===== config.mk =====
export PLATFORM = sky130hd
export DESIGN_NAME = sram_ctrl
export DESIGN_NICKNAME = d
export VERILOG_FILES = /design/src/rtl/sram_ctrl_pkg.sv /design/src/rtl/sram_ctrl_phase_cnt.sv /design/src/rtl/sram_ctrl_bus_guard.sv /design/src/rtl/sram_ctrl.sv
export SDC_FILE = /design/constraint.sdc
export NUM_CORES = 1
export LEC_CHECK = 0
export CORE_ASPECT_RATIO = 1.5
export CORE_MARGIN = 2
export CORE_UTILIZATION = 25
export DETAILED_ROUTE_END_ITERATION = 16
export SLEW_MARGIN = 20
export SYNTH_ARGS = -nofsm -noshare
export SYNTH_HDL_FRONTEND = slang
export SYNTH_HIERARCHICAL = 1
export SYNTH_SLANG_ARGS = --single-unit

===== constraint.sdc =====
create_clock -name clk_i -period 1.75 [get_ports clk_i]
set_input_delay 0.175 -clock clk_i [delete_from_list [all_inputs] [get_ports clk_i]]
set_output_delay 0.175 -clock clk_i [all_outputs]
set_load 0.01 [all_outputs]

===== src/rtl/sram_ctrl_pkg.sv =====
package sram_ctrl_pkg;
  typedef enum logic [2:0] {ST_IDLE, ST_RD, ST_WSET, ST_WPUL, ST_WHLD} st_e;

  function automatic int unsigned ns2cyc(int unsigned ns, int unsigned clk_ns);
    return (ns + clk_ns - 1) / clk_ns;
  endfunction

  function automatic int unsigned max2(int unsigned a, int unsigned b);
    return (a > b) ? a : b;
  endfunction
endpackage


===== src/rtl/sram_ctrl_phase_cnt.sv =====
module sram_ctrl_phase_cnt #(
  parameter int unsigned W = 2
) (
  input  logic         clk_i,
  input  logic         rst_ni,
  input  logic         load_i,
  input  logic [W-1:0] load_val_i,
  output logic         last_o
);
  logic [W-1:0] cnt_q;

  always_ff @(posedge clk_i or negedge rst_ni) begin
    if (!rst_ni)          cnt_q <= '0;
    else if (load_i)      cnt_q <= load_val_i;
    else if (cnt_q != '0) cnt_q <= cnt_q - 1'b1;
  end

  assign last_o = (cnt_q == '0);
endmodule


===== src/rtl/sram_ctrl_bus_guard.sv =====
module sram_ctrl_bus_guard #(
  parameter int unsigned HZ_CYC = 1
) (
  input  logic clk_i,
  input  logic rst_ni,
  input  logic oe_n_i,
  output logic free_o
);
  localparam int unsigned HZ_MAX = (HZ_CYC < 1) ? 1 : HZ_CYC;
  localparam int unsigned HZ_W   = $clog2(HZ_MAX + 1);
  localparam logic [HZ_W-1:0] HZ_LD = HZ_W'(HZ_CYC);

  logic [HZ_W-1:0] wait_q;

  // reload while memory may drive, then count down float time
  always_ff @(posedge clk_i or negedge rst_ni) begin
    if (!rst_ni)           wait_q <= '0;
    else if (!oe_n_i)      wait_q <= HZ_LD;
    else if (wait_q != '0) wait_q <= wait_q - 1'b1;
  end

  assign free_o = oe_n_i && (wait_q == '0);
endmodule


===== src/rtl/sram_ctrl.sv =====
module sram_ctrl
  import sram_ctrl_pkg::*;
#(
  parameter int unsigned ADDR_W        = 19,
  parameter int unsigned DATA_W        = 8,
  parameter int unsigned CLK_PERIOD_NS = 10,
  parameter int unsigned T_AA_NS       = 10,
  parameter int unsigned T_RC_NS       = 10,
  parameter int unsigned T_PWE_NS      = 8,
  parameter int unsigned T_SD_NS       = 5,
  parameter int unsigned T_AW_NS       = 8,
  parameter int unsigned T_HZ_NS       = 5
) (
  input  logic              clk_i,
  input  logic              rst_ni,
  input  logic              rd_req_i,
  input  logic              wr_req_i,
  input  logic [ADDR_W-1:0] addr_i,
  input  logic [DATA_W-1:0] wdata_i,
  output logic [DATA_W-1:0] rdata_o,
  output logic              done_o,
  output logic [ADDR_W-1:0] sram_addr_o,
  output logic              sram_ce_no,
  output logic              sram_oe_no,
  output logic              sram_we_no,
  output logic [DATA_W-1:0] sram_dq_o,
  output logic              sram_dq_oe_o,
  input  logic [DATA_W-1:0] sram_dq_i
);
  localparam int unsigned RD_RAW = max2(ns2cyc(T_AA_NS, CLK_PERIOD_NS), ns2cyc(T_RC_NS, CLK_PERIOD_NS));
  localparam int unsigned WE_RAW = max2(max2(ns2cyc(T_PWE_NS, CLK_PERIOD_NS),
                                             ns2cyc(T_SD_NS, CLK_PERIOD_NS)),
                                        ns2cyc(T_AW_NS, CLK_PERIOD_NS));
  localparam int unsigned RD_CYC = max2(RD_RAW, 1);
  localparam int unsigned WE_CYC = max2(WE_RAW, 1);
  localparam int unsigned HZ_CYC = ns2cyc(T_HZ_NS, CLK_PERIOD_NS);
  localparam int unsigned CNT_W  = $clog2(max2(RD_CYC, WE_CYC) + 1);
  localparam logic [CNT_W-1:0] RD_LD = CNT_W'(RD_CYC - 1);
  localparam logic [CNT_W-1:0] WE_LD = CNT_W'(WE_CYC - 1);

  st_e              st_q, st_d;
  logic             cnt_load, cnt_last, bus_free;
  logic [CNT_W-1:0] cnt_val;
  logic             take, cap, done_d;
  logic             ce_n_q, oe_n_q, we_n_q, dq_oe_q, done_q;
  logic [ADDR_W-1:0] addr_q;
  logic [DATA_W-1:0] wdata_q, rdata_q;

  sram_ctrl_phase_cnt #(.W(CNT_W)) u_phase (
    .clk_i     (clk_i),
    .rst_ni    (rst_ni),
    .load_i    (cnt_load),
    .load_val_i(cnt_val),
    .last_o    (cnt_last)
  );

  sram_ctrl_bus_guard #(.HZ_CYC(HZ_CYC)) u_guard (
    .clk_i (clk_i),
    .rst_ni(rst_ni),
    .oe_n_i(oe_n_q),
    .free_o(bus_free)
  );

  always_comb begin
    st_d     = st_q;
    cnt_load = 1'b0;
    cnt_val  = '0;
    take     = 1'b0;
    cap      = 1'b0;
    done_d   = 1'b0;
    unique case (st_q)
      ST_IDLE: begin
        if (rd_req_i) begin
          st_d = ST_RD; take = 1'b1; cnt_load = 1'b1; cnt_val = RD_LD;
        end else if (wr_req_i) begin
          st_d = ST_WSET; take = 1'b1;
        end
      end
      ST_RD: if (cnt_last) begin
        st_d = ST_IDLE; cap = 1'b1; done_d = 1'b1;
      end
      ST_WSET: if (bus_free) begin
        st_d = ST_WPUL; cnt_load = 1'b1; cnt_val = WE_LD;
      end
      ST_WPUL: if (cnt_last) st_d = ST_WHLD;
      ST_WHLD: begin
        st_d = ST_IDLE; done_d = 1'b1;
      end
      default: st_d = ST_IDLE;
    endcase
  end

  // strobes come straight from flops fed by the next state
  always_ff @(posedge clk_i or negedge rst_ni) begin
    if (!rst_ni) begin
      st_q    <= ST_IDLE;
      ce_n_q  <= 1'b1;
      oe_n_q  <= 1'b1;
      we_n_q  <= 1'b1;
      dq_oe_q <= 1'b0;
      done_q  <= 1'b0;
      addr_q  <= '0;
      wdata_q <= '0;
      rdata_q <= '0;
    end else begin
      st_q    <= st_d;
      ce_n_q  <= (st_d == ST_IDLE);
      oe_n_q  <= (st_d != ST_RD);
      we_n_q  <= (st_d != ST_WPUL);
      dq_oe_q <= (st_d == ST_WPUL) || (st_d == ST_WHLD);
      done_q  <= done_d;
      if (take) begin
        addr_q  <= addr_i;
        wdata_q <= wdata_i;
      end
      if (cap) rdata_q <= sram_dq_i;
    end
  end

  assign rdata_o      = rdata_q;
  assign done_o       = done_q;
  assign sram_addr_o  = addr_q;
  assign sram_ce_no   = ce_n_q;
  assign sram_oe_no   = oe_n_q;
  assign sram_we_no   = we_n_q;
  assign sram_dq_o    = wdata_q;
  assign sram_dq_oe_o = dq_oe_q;
endmodule


==> summary.md, run 1 <==
| Metric | Value |
|---|---|
| Antenna-violating nets left | `0` |
| Worst Tran Pin Value | `approximately 560 ps` |
| Max-cap check violation count | `0` |
| Post-detail-place hpwl | `2.78 mm` |
| Synth Area in Compound Gates | `0.0259` |
| Number of flops mapped to enable cells by yosys | `0` |
| Pint | `around 3.6 mW` |
| Vias in the first global route | `~1300` |
| Cell taking the most area after synthesis | `dfrtp_1` |
| Core area | `~7300 sq um` |
| Worst-Skew Late Latency | `just under 300 ps` |
| Pwr Density | `between 1500 and 2000 nW/um^2` |
| Share of cells above drive strength 1 | `0.254` |
| # H-tree levels | `2` |
| Sequential standard cell area | `roughly 1100 sq um` |
| GRT Overall Usage | `0.0965` |
| Adder-Cell Fraction of Synth Area | `0` |
| HP Class | `reg2reg` |
| Cell count after synthesis | `~120` |
| Sw frac | `0.302` |
| Leak | `roughly 1.2 nW` |
| Maximum VDD drop | `between 900 and 1000 uV` |
| DR iter-0 viols | `31` |
| Diode count | `0` |
| Total congestion overflow | `0` |
| Synth warnings | `6` |
| Final setup fails | `0` |
| Clock group share of total power | `0.117` |
| Largest net degree at the start of global routing | `46` |
| Post-synthesis sequential area ratio | `0.599` |
| Vias | `roughly 1200` |
| Fin Setup TNS | `0 ps` |
| Largest family of logic cells by synthesized area | `multiplexers` |
| CTS buffer count | `5` |
| Antenna violations before repair | `0` |
| CP required | `around 1600 ps` |
| RePlAce Congestion | `0.743` |
| Post-synth ARST share | `1.00` |
| CTS tree | `done` |
| Area of the multi-input gates | `roughly 660 sq um` |
| Bufs and invs on worst path | `1` |
| Fillers | `approximately 710` |
| Post-Syn Area | `between 1500 and 2000 sq um` |
| Fin crit period | `between 1500 and 2000 ps` |
| Comb pwr share | `0.520` |
| PortBufs | `78` |
| WL/cell | `12.8 microns` |
| Commonest cells in the synthesized netlist | `dfrtp_1, mux2_4, mux2_2, nor2b_1` |
| Area added between synthesis and finish | `50.5%` |
| Site Rows | `38` |
| Io pins | `79` |
| Drt drc | `0` |
| Switching pwr | `1.56 mW` |
| Post-synthesis mux area share | `0.260` |
| Slew headroom | `0.626` |
| Max-slew violation count | `0` |
| Max Clock Freq | `roughly 0.65 GHz` |
| Clock skew | `between 5 and 6 ps` |
| CP peak stage delay | `540 ps` |
| Post-Syn Nets | `155` |
| Chip Width | `approximately 75 microns` |
| Main area contributors after synthesis | `dfrtp_1, mux2_4, mux2_2` |
| Synth Area in Simple Gates | `0.0643` |
| Dominant synthesized flop cell | `dfrtp_1` |
| Die H | `around 110 microns` |
| Die Area | `8270 sq um` |
| Pre-antenna DRT Iters | `2` |
| Slowest-stage cell, CP | `dfstp_2` |
| Startpoint Class | `register` |
| CTS-repair resized insts | `0` |
| CTS root buffer | `clkbuf_8` |
| First-pass GRT wire length | `a little over 6 mm` |
| Synthesis-stage register bit count | `45` |
| Total power | `slightly above 5 mW` |
| Stages on worst setup path | `1` |
| Met2 Use GR | `0.169` |
| RSZ-0062 raised after global routing | `no` |
| Run status | `finished clean` |
| R2r worst-path depth | `3` |
| Post-Synth XOR/XNOR Area | `0` |
| Most frequent cell after synthesis | `dfrtp_1` |
| Post-Synthesis Mean Instance Area | `about 16 sq um` |
| Critical path, cell by cell | `clkdlybuf4s50_1` |
| CP top delay family | `flip-flops` |
| Final #Nets | `about 240` |
| Global routing's busiest layer | `met2` |
| WL final | `3.87 mm` |
| Clk slew on worst S/H paths | `approximately 70 ps` |
| Met3 usage | `0.0292` |
| Crit share post-route | `0.875` |
| CP Data Arrival Time | `1360 ps` |
| Synth top area share | `0.557` |
| CTS Buffer Depth | `2` |
| Initial Utilization | `0.259` |
| Met1 Use GR | `0.103` |
| Kind of critical path | `reg2out` |
| Netlist cell types | `27` |
| Hold depth | `1` |
| Flop pwr share | `0.363` |
| Via density per instance | `roughly 3.9` |
| CP max FO | `3` |
| Final Hold Vio Count | `0` |
| CP Capture Type | `primary output` |
| CTS Sinks | `45` |
==> area by class of cell <==
cell class | instances | area share
tap | 100 | 0.0441
timing repair buffer | 83 | 0.292
sequential | 45 | 0.398
clock buffer | 8 | 0.0282
multi-input combinational | 62 | 0.234
inverter | 3 | 0.00397
==> state kept, by name (all words and copies together) (netlist names) <==
name,flops
sram_addr_o,19
rdata_o,8
sram_dq_o,8
st_q,3
done_o,1
sram_ce_no,1
sram_dq_oe_o,1
sram_oe_no,1
sram_we_no,1
u_guard/wait_q,1
u_phase/cnt_q,1
==> final timing paths <==
| kind | to | slack [ps] | start |
|---|---|---|---|
| worst min-delay path | u_guard/wait_q | 450 | sram_oe_no |
| worst min register to register | u_guard/wait_q | 450 | sram_oe_no |
| worst max register to register | rdata_o[3] | 230 | st_q[2] |
| min in group asynchronous | sram_dq_o[7] | 500 | rst_ni |
| max in group asynchronous | sram_we_no | 870 | rst_ni |
| worst max-delay path | sram_oe_no | 220 | sram_oe_no |
==> layer usage <==
layer	vias up	share of wire	wire, microns
li1	558	-	-
met1	583	0.40	1550
met2	36	0.53	2070
met3	6	0.048	185
met4	0	0.017	65
met5	-	0	0
==> power groups by stage <==
stage | sequential (mW) | combinational (mW) | clock (mW)
after floorplan | 2.06 | 1.41 | 0
after global placement | 1.90 | 2.69 | 0
after detailed placement | 1.90 | 2.72 | 0
after CTS | 1.88 | 2.74 | 0.646
after global routing | 1.94 | 2.87 | 0.690
final | 1.88 | 2.68 | 0.605
==> layout by cell type (no fill, tap or decap), drive strengths merged, types with 2 or more instances in the layout <==
cell / n
buf: 5
clkbuf: 8
clkdlybuf4s50: 77
dfrtp: 42
dfstp: 3
inv: 3
mux2: 36
nand2b: 2
nor2: 4
nor2b: 6
nor3: 2
o21ai: 2
==> timing repair <==
action                                 CTS  global route
setup buffers                            0             0
hold buffers                             1             0
endpoints found under the hold margin   42             0
==> metrics by stage <==
stage           util  hold slack (ps)  instances  cell area, sq um  setup WS [ps]
2_1_floorplan      -             -121        116              1890            323
3_3_place_gp   0.378              297        292              2750            140
3_5_place_dp   0.378              300        292              2750            102
4_1_cts        0.390              455        301              2840            192
5_1_grt        0.390              475        301              2840            131
6_report       0.390              448        301              2840            219
==> cell families (layout without fill, tap and decap cells) <==
kind of cell	count (synthesis)	after routing
and+or+nand+nor	17	17
AOI/OAI and AO/OA	7	7
buffers and inverters	9	94
muxes	37	37
DFF	45	45
other	1	1
(Power assumes the default switching activity.)
==> run 2, diff against run 1 <==
Settings changed: CTS_CLUSTER_SIZE from default to 28.
==> results of run 2 <==
Final layout, timing and power as in run 1 (identical DEF).
